<file path="config.mk">
export PLATFORM = sky130hd
export DESIGN_NAME = spi_reg_sniffer
export DESIGN_NICKNAME = d
export VERILOG_FILES = /design/src/rtl/spi_reg_sniffer.sv
export SDC_FILE = /design/constraint.sdc
export NUM_CORES = 1
export LEC_CHECK = 0
export ABC_AREA = 1
export BUFFER_PORTS_ARGS = -buffer_cell sky130_fd_sc_hd__buf_2
export CAP_MARGIN = 20
export CORE_ASPECT_RATIO = 0.9
export CORE_UTILIZATION = 51
export DETAILED_ROUTE_END_ITERATION = 8
export PLACE_DENSITY = 0.78
export SYNTH_ARGS = -nofsm -noshare
export SYNTH_HDL_FRONTEND = slang
export SYNTH_SLANG_ARGS = --single-unit
</file>
<file path="constraint.sdc">
create_clock -name clk -period 1.9 [get_ports clk]
set_clock_uncertainty 0.2 [all_clocks]
set_input_delay 0.38 -clock clk [delete_from_list [all_inputs] [get_ports clk]]
set_output_delay 0.38 -clock clk [all_outputs]
set_load 0.02 [all_outputs]
</file>
<file path="src/rtl/spi_reg_sniffer.sv">
module spi_reg_sniffer (
  input  logic       clk,
  input  logic       rst,
  input  logic       byte_valid,
  input  logic [7:0] mosi_byte,
  input  logic [7:0] miso_byte,
  input  logic       cs_rise,
  output logic       access_valid,
  output logic       is_long,
  output logic       is_write,
  output logic [9:0] addr,
  output logic [7:0] data,
  output logic       cs_warn
);

  logic [1:0] cnt;
  logic [7:0] hdr0, hdr1;

  wire       take       = byte_valid && !cs_rise;
  wire       done_short = take && (cnt == 2'd1) && !hdr0[7];
  wire       done_long  = take && (cnt == 2'd2);
  wire       done       = done_short || done_long;
  wire [9:0] nxt_addr   = done_long ? {hdr0[6:0], hdr1[7:5]} : {4'd0, hdr0[6:1]};
  wire       nxt_wr     = done_long ? hdr1[4] : hdr0[0];
  wire [7:0] nxt_data   = nxt_wr ? mosi_byte : miso_byte;

  always_ff @(posedge clk) begin
    if (rst) begin
      cnt          <= 2'd0;
      hdr0         <= 8'd0;
      hdr1         <= 8'd0;
      access_valid <= 1'b0;
      cs_warn      <= 1'b0;
      is_long      <= 1'b0;
      is_write     <= 1'b0;
      addr         <= 10'd0;
      data         <= 8'd0;
    end else begin
      access_valid <= done;
      cs_warn      <= cs_rise && (cnt == 2'd1);
      if (cs_rise) begin
        cnt <= 2'd0;
      end else if (take) begin
        cnt <= done ? 2'd0 : cnt + 2'd1;
        if (cnt == 2'd0) hdr0 <= mosi_byte;
        if (cnt == 2'd1) hdr1 <= mosi_byte;
      end
      if (done) begin
        is_long  <= done_long;
        is_write <= nxt_wr;
        addr     <= nxt_addr;
        data     <= nxt_data;
      end
    end
  end

  AST_CNT_BOUND: assert property (@(posedge clk) disable iff (rst) cnt != 2'd3);
  AST_VALID_PULSE: assert property (@(posedge clk) disable iff (rst) access_valid |=> !access_valid);
  AST_SHORT_DONE: assert property (@(posedge clk) disable iff (rst)
    (byte_valid && !cs_rise && cnt == 2'd1 && !hdr0[7]) |=> (access_valid && !is_long));
  AST_LONG_WAIT: assert property (@(posedge clk) disable iff (rst)
    (byte_valid && !cs_rise && cnt == 2'd1 && hdr0[7]) |=> !access_valid);
  AST_SHORT_ADDR: assert property (@(posedge clk) disable iff (rst)
    (access_valid && !is_long) |-> addr[9:6] == 4'd0);
  AST_CS_CLEARS: assert property (@(posedge clk) disable iff (rst) cs_rise |=> cnt == 2'd0);
  AST_QUIET_CS: assert property (@(posedge clk) disable iff (rst)
    (cs_rise && cnt != 2'd1) |=> !cs_warn);
  AST_CS_WINS: assert property (@(posedge clk) disable iff (rst) cs_rise |=> !access_valid);

endmodule

</file>
======== After elaboration in Yosys (flattened, before gate mapping) ========
Index checks and enable logic that the tools add are counted.
operators by class
  bitwise operators ....................... 1
  add/subtract/negate cells ............... 1
  reductions and logical operators ........ 12
  equality and inequality tests ........... 2
  mux-type cells .......................... 4
operator list
  kind                                                              number
  10-bit 2-to-1 mux                                                 1
  8-bit 2-to-1 mux                                                  1
  3-bit AND reduction                                               2
  1-bit logical AND                                                 5
  2-bit by 1-bit adder with 2-bit output (second input constant)    1
  2-bit by 1-bit == test with 1-bit output (second input constant)  1
  2-bit == test (second input constant)                             1
  1-bit zero test                                                   2
  2-bit zero test                                                   1
  2-bit 2-to-1 mux                                                  1
  2-bit OR reduction                                                1
  1-bit logical OR                                                  1
  1-bit 2-to-1 mux                                                  1
  1-bit inverter                                                    1
storage, ports and cells
  bits in registers ....................... 40
  logic and storage cells ................. 29
  bits of input ports ..................... 20

======== Logic depth before layout (Yosys ltp) ========
Gate-level depths: netlist (run 1).
  depth after elaboration ................. 6
  depth in mapped cells ................... 9
  gate-level depth less buffers ........... 9

======== Least setup slack after synthesis (run 1) ========
No wires, ideal clock.
  path type ............................... register -> register
  start point ............................. register cnt[0]
  end point ............................... register data[0]
  library setup time ...................... 0.112 ns
  cell stages (with the launch flop) ...... 10
  clock period less this slack ............ 1.546 ns
  slack ................................... 0.354 ns
  arrival ................................. 1.234 ns
  buffers on the path ..................... 0
  data required time ...................... 1.588 ns
  cell sequence ........................... dfxtp_1 > inv_1 > ha_1 > nand3_4 > nand2_2 > nand2_2 > nand2_1 > nand2_1 > nand2_1 > nand2_1
on the way
  longest elaborated chain between the ends .. 4
  elaborated cells between the ends (all ways) .. 8
  classes of those cells .................. 2 x eq/ne; 2 x mux; 4 x reduce/logical
ends and longest elaborated chain
  element                                                                    RTL line  text
  start: declaration                                                         16        logic [1:0] cnt;
  start signal: assignment                                                   44        cnt <= done ? 2'd0 : cnt + 2'd1;
  2-bit == test or 2-bit by 1-bit == test with 1-bit output (tied branches)  21, 20
  1-bit logical AND (on tied branches)                                       21, 20
  1-bit 2-to-1 mux or 1-bit logical AND (tied branches)                      24, 20
  8-bit 2-to-1 mux or 1-bit logical OR (tied branches)                       25, 22
  end signal: assignment                                                     52        data <= nxt_data;
  end: declaration                                                           12        output logic [7:0] data,
Several ways; a longest one is shown, not always the timed one.
A chain may end at the register's enable or synchronous reset.

======== Final worst setup path (run 1) ========
  start point ............................. register cnt[0]
  end point ............................... register data[1]
Same word-level chain as after synthesis.

==> summary.txt, run 1 <==
Status
  – Status: complete, no violations

Finish
  – Antenna cell count: 0
  – FILL cells: 273
  – Register area: 721 um2
  – Layout Cells excl Fill: 291
  – Final #Nets: 273
  – Fraction of layout instances using a drive strength above 1: 0.243
  – Layout overhead on the synthesized area: 20.6%
  – Area of the multi-input gates: 741 um2

Synth
  – Mapped Nets: 229
  – Post-synth EDFFs: 0
  – Dominant cell type by area after synthesis: dfxtp_1
  – Synth Register Bits: 36
  – Top cells by area, synth: dfxtp_1, nand2_1, o21ai_0
  – Seq/Total Area, Yosys: 0.466
  – Mapped Avg Cell Area: 7.50 um2
  – Most instantiated cells after synthesis: nand2_1, dfxtp_1, inv_1, o21ai_0, a21oi_1
  – Synth cell types: 21
  – Post-Syn Area: 1550 um2
  – YS warnings: 0
  – Mapped Cells: 206
  – Count leader, synth: nand2_1
  – Ys flop type: dfxtp_1
  – Asr flop ratio synth: 0
  – Top cell type's share of synthesized area: 0.466

Routing
  – ANT nets after route: 0
  – Drt via density: 4.89
  – Vias post-DR: 1423
  – DRC: 0
  – Routed wire length: 3240 um
  – TritonRoute pass-1 iters: 4
  – Mean routed wirelength per cell: 11.1 um
  – 1st-iter DRT viols: 37

CTS
  – Root Buffer Master: clkbuf_4
  – H-tree levels: 2
  – CTS buffer count: 5
  – Reg clk slew, reported paths: 110 ps
  – TritonCTS clock tree: done
  – Worst skew pair latency: 340 ps
  – Clock sinks: 36
  – Hold Buf Count CTS: 0
  – CTS Buffer Depth: 2

Worst setup path
  – R2R Path Start: cnt[0]$_SDFFE_PP0P_
  – Flop-to-flop setup slack: 190 ps
  – Max FO, Critical Path: 9
  – WS Path Type: flop to flop
  – CP Data Required Time: 1940 ps
  – CP Launch Type: flop
  – R2R cell count: 9
  – CP startpoint: cnt[0]$_SDFFE_PP0P_
  – Crit path DAT: 1760 ps
  – Worst setup EP type: flop

Timing
  – Post-layout min period: 1710 ps
  – Final worst-path setup slack: 186 ps
  – Fin. max-slew vios: 0
  – Hold Vio Cnt, Final: 0
  – Slew HR: 0.737
  – Post-route clock period utilization: 0.902
  – TNS Setup: 0 ps
  – Worst slew pin tran: 393 ps
  – Final setup violation count: 0
  – RSZ-0062 raised after global routing: no
  – F_max: 584 MHz

Die
  – Core ar.: 2820 um2
  – Height of the die: 54.2 um
  – I/O pins: 42
  – Die ar.: 3250 um2
  – Row count: 18
  – Initial core utilization: 0.549
  – Die W: 60.0 um

GRT
  – Congestion Overflow GR: 0
  – GRT Util Overall: 0.227
  – Maximum number of pins on one net before global-route repair: 19
  – Vias in the first global route: 1252
  – First-pass GRT wire length: 5240 um
  – Initial antenna violation count: 0

Placement
  – HPWL after DPL: 2350 um
  – Post-Place Setup Slack: 144 ps
  – GPL Wtd Cong: 0.851
  – # port buffers: 41
  – Cells after DPL: 283

Min path
  – Worst Hold Launch: mosi_byte[5]
  – Hold WC Path Type: input port to flop
  – Hold Path Stages: 3

Power
  – Worst vdd ir: 0.461 mV
  – Power Density: 769 nW/um2
  – Pleak: 0.910 nW

Run
  – Max Cap Viol: 0
## power breakdown
part | total, mW | switching, mW | internal, mW | leakage [nW]
sequential | 0.778 | 0.00854 | 0.769 | 0.291
clock | 0.525 | 0.249 | 0.276 | 0.0422
combinational | 0.131 | 0.0841 | 0.0466 | 0.576
total | 1.43 | 0.342 | 1.09 | 0.910
## placed cells by master (no fill, tap or decap)
cell       Yosys  layout
nand2_1       84      84
buf_2          2      41
dfxtp_1       36      36
inv_1         15      15
o21ai_0       15      15
a21oi_1       14      14
nand3_1       13      13
nor2_1         8       8
clkbuf_4       0       5
inv_2          2       2
nand3_4        2       2
nand2_4        1       2
ha_1           3       2
nor2_8         1       1
a21oi_4        1       1
nor2_4         1       1
nand2_2        2       1
nand4_4        0       1
o211ai_1       1       1
nor3_1         1       1
ha_2           0       1
clkinv_2       0       1
bufinv_16      0       1
clkbuf_1       1       1
buf_4          0       1
## layout make-up
type                    count  share of cell area
multi-input cells         148               0.397
inverters                  17              0.0342
clock inverters             2              0.0188
repair buffers             42               0.114
well taps                  40              0.0268
clock buffers               6              0.0221
flip-flops and latches     36               0.387
## routing by layer
metal,wire length (um),vias up,global-route usage
li1,-,740,-
met1,1560,622,0.267
met2,1390,48,0.348
met3,184,13,0.0898
met4,97,0,0.143
met5,0,-,0
## per-stage QoR
step | hold slack, ps | utilization | instance area (um2) | power, mW
4_1_cts | 108 | 0.656 | 1850 | 1.44
3_3_place_gp | 226 | 0.629 | 1770 | 0.921
5_1_grt | 118 | 0.662 | 1860 | 1.49
3_5_place_dp | 227 | 0.629 | 1770 | 0.922
2_1_floorplan | 225 | - | 1550 | 0.877
6_report | 137 | 0.662 | 1860 | 1.43
## what timing repair did
item / in CTS / in global routing
gates resized for setup: 0 / 3
endpoints found under the setup margin: 0 / 8
buffers inserted: 0 / 0
## final timing paths
| path | endpoint |
|---|---|
| max | data[1]$_SDFFE_PP0P_ |
| min | hdr0[5]$_SDFFE_PP0P_ |
| max reg2reg | data[1]$_SDFFE_PP0P_ |
| min reg2reg | addr[7]$_SDFFE_PP0P_ |
## cells by family (layout without fill, tap and decap cells)
kind of cell               Yosys count  after routing  synth area share
AOI/OAI and AO/OA                   31             31             0.109
adders and majority gates            3              3            0.0243
buffers and inverters               22             67            0.0648
DFF                                 36             36             0.466
and+or+nand+nor                    114            114             0.335
## flip-flops by register name, indices dropped and copies added, names as in the netlist
name,count
access_valid,1
cs_warn,1
is_write,1
addr,10
is_long,1
data,8
cnt,2
hdr1,4
hdr0,8
## worst max-delay path: stages, from the launching register on
cell and delay, ps:
dfxtp_1 330, inv_1 110, ha_2 260, nand3_4 140
nand2_2 210, nand2_4 120, nand2_1 80, nand2_1 40
nand2_1 60, nand2_1 50
Power figures use the tool's default switching activity.
==> run 2, diff against run 1 <==
--- a/config.mk
+++ b/config.mk
@@ -8,7 +8,6 @@
 export ABC_AREA = 1
 export BUFFER_PORTS_ARGS = -buffer_cell sky130_fd_sc_hd__buf_2
 export CAP_MARGIN = 20
-export CORE_ASPECT_RATIO = 0.9
 export CORE_UTILIZATION = 51
 export DETAILED_ROUTE_END_ITERATION = 8
 export PLACE_DENSITY = 0.78
==> summary.txt, run 2 (synthesis results as in run 1) <==
CTS
  – Clock sinks: 36 (unchanged)
  – Root Buffer Master: clkbuf_4
  – TritonCTS clock tree: done
  – Hold Buf Count CTS: 0 (unchanged)
  – H-tree levels: 2 (unchanged)
  – Worst skew pair latency: 340 ps (about the same)
  – Reg clk slew, reported paths: 100 ps (about the same)
  – Post-CTS Setup Bufs: 0 (unchanged)
  – CTS buffer count: 5 (unchanged)
  – Post-CTS Resized: 0 (unchanged)
  – CTS Buffer Depth: 2 (unchanged)

Die
  – Core ar.: 2810 um2 (-0.36%)
  – Height of the die: 57.0 um (+5.2%)
  – I/O pins: 42 (unchanged)
  – Initial core utilization: 0.551 (+0.00196)
  – Row count: 19 (+1)
  – Die ar.: 3250 um2 (about the same)
  – Die W: 57.0 um (-5.0%)

Power
  – Pleak: 0.924 nW (+1.6%)
  – Power Density: 725 nW/um2 (-5.8%)
  – Total power: 1.34 mW (-6.3%)
  – Worst vdd ir: 0.509 mV (+10%)

Timing
  – Hold WS: 126 ps (-10.9 ps)
  – RSZ-0062 raised after global routing: no
  – Slew HR: 0.745 (+0.00751)
  – Fin. max-slew vios: 0 (unchanged)
  – Worst slew pin tran: 382 ps (-11.3 ps)
  – Hold Vio Cnt, Final: 0 (unchanged)
  – F_max: 579 MHz (-0.74%)
  – TNS Setup: 0 ps (unchanged)
  – Post-layout min period: 1730 ps (+12.8 ps)
  – Final setup violation count: 0 (unchanged)
  – Post-route clock period utilization: 0.909 (+0.00673)

Worst setup path
  – CP startpoint: cnt[0]$_SDFFE_PP0P_
  – CP max stage delay: 330 ps (about the same)
  – Largest delay share family, worst path: simple AND/OR/NAND/NOR gates
  – WS Path Type: flop to flop
  – CP Data Required Time: 1990 ps (+50 ps)
  – Crit path DAT: 1820 ps (+60 ps)
  – Critical path, cell by cell: inv_1 -> ha_1 -> nand4_2 -> nand2_4 -> nand2_1 -> nand2_1 -> nand2_1 -> nand2_1
  – Slowest cell on crit path: dfxtp_1
  – Cell mode on critical path: nand2_1
  – Max FO, Critical Path: 9 (unchanged)
  – Worst setup EP type: flop
  – CP Launch Type: flop
  – Worst path buffer plus inverter count: 1 (unchanged)
  – R2R Path Start: cnt[0]$_SDFFE_PP0P_

Finish
  – Max reg flops: 10 (unchanged)
  – FILL cells: 272 (-0.37%)
  – Final #Nets: 275 (+0.73%)
  – Top flop regs: addr: 10 flops, data: 8 flops, hdr0: 8 flops
  – Commonest non-fill, non-tap cell in the layout: nand2_1
  – Antenna cell count: 0 (unchanged)
  – Fin util: 0.661 (-0.00121)
  – Most frequent cells in the layout: nand2_1, buf_2, dfxtp_1, inv_1, o21ai_0
  – Largest Register: addr
  – Fraction of layout instances using a drive strength above 1: 0.249 (+0.00598)
  – Area of the multi-input gates: 729 um2 (-1.5%)
  – Register area: 721 um2 (unchanged)
  – Layout overhead on the synthesized area: 20.0%

GRT
  – Maximum number of pins on one net before global-route repair: 19 (unchanged)
  – First-pass GRT wire length: 5330 um (+1.7%)
  – GRT Util Overall: 0.213 (-0.0138)
  – GR peak layer: met2
  – Met2 Use GR: 0.353 (+0.00479)
  – Met3 Resource Use GR: 0.0680 (-0.0218)
  – Initial antenna violation count: 0 (unchanged)
  – Routing usage on met1: 0.263 (-0.00355)
  – Vias in the first global route: 1213 (-3.1%)
  – Congestion Overflow GR: 0 (unchanged)

Status
  – Failing checks: DRC
  – Status: finished, violations left

Routing
  – 1st-iter DRT viols: 47 (+27%)
  – Vias post-DR: 1415 (-0.56%)
  – TritonRoute pass-1 iters: 6 (+2)
  – Routed wire length: 3180 um (-1.9%)
  – ANT nets after route: 0 (unchanged)
  – Mean routed wirelength per cell: 11.2 um (+0.50%)
  – Drt via density: 4.98 (+1.9%)
  – DRC: 6 (+6)

Placement
  – HPWL after DPL: 2330 um (-1.0%)
  – # port buffers: 41 (unchanged)
  – GPL Wtd Cong: 0.850 (about the same)

Min path
  – Hold WC Path Type: input port to flop
  – Worst Hold Launch: mosi_byte[5]

Run
  – Max Cap Viol: 0 (unchanged)
[run 2: cell type report]
type                    instances  area share
multi-input cells             148       0.393
flip-flops and latches         36       0.389
repair buffers                 44       0.130
inverters                      17      0.0344
clock buffers                   6      0.0277
well taps                      31      0.0209
clock inverters                 2     0.00540
[run 2: metal layers]
metal / wire length [um] / part of all wire
met2: 1530 / 0.48
met1: 1460 / 0.46
met3: 141 / 0.044
met4: 44 / 0.014
met5: 0 / 0
[run 2: path summary, 6_finish.rpt]
check	endpoint	slack, ps	cells past startpoint
max	data[3]$_SDFFE_PP0P_	170	8
min	hdr0[5]$_SDFFE_PP0P_	130	3
max reg2reg	data[3]$_SDFFE_PP0P_	170	8
min reg2reg	addr[7]$_SDFFE_PP0P_	250	2
[run 2: worst reg2reg max path, stage by stage (launching register included)]
cell and delay [ps]:
dfxtp_1 330, inv_1 110, ha_1 270, nand4_2 310, nand2_4 230, nand2_1 60, nand2_1 50, nand2_1 50
nand2_1 70
[run 2: through the flow]
step,instances,setup slack [ps],instance area (um2)
2_1_floorplan,206,354,1550
3_3_place_gp,276,182,1790
3_5_place_dp,276,168,1790
4_1_cts,284,145,1850
5_1_grt,284,16.6,1850
6_report,284,174,1850
[run 2: report_power, final]
group	switching, mW	leakage [nW]	internal, mW
Combinational	0.0835	0.595	0.0530
Clock	0.254	0.0380	0.176
Sequential	0.00822	0.291	0.769
Total	0.345	0.924	0.998
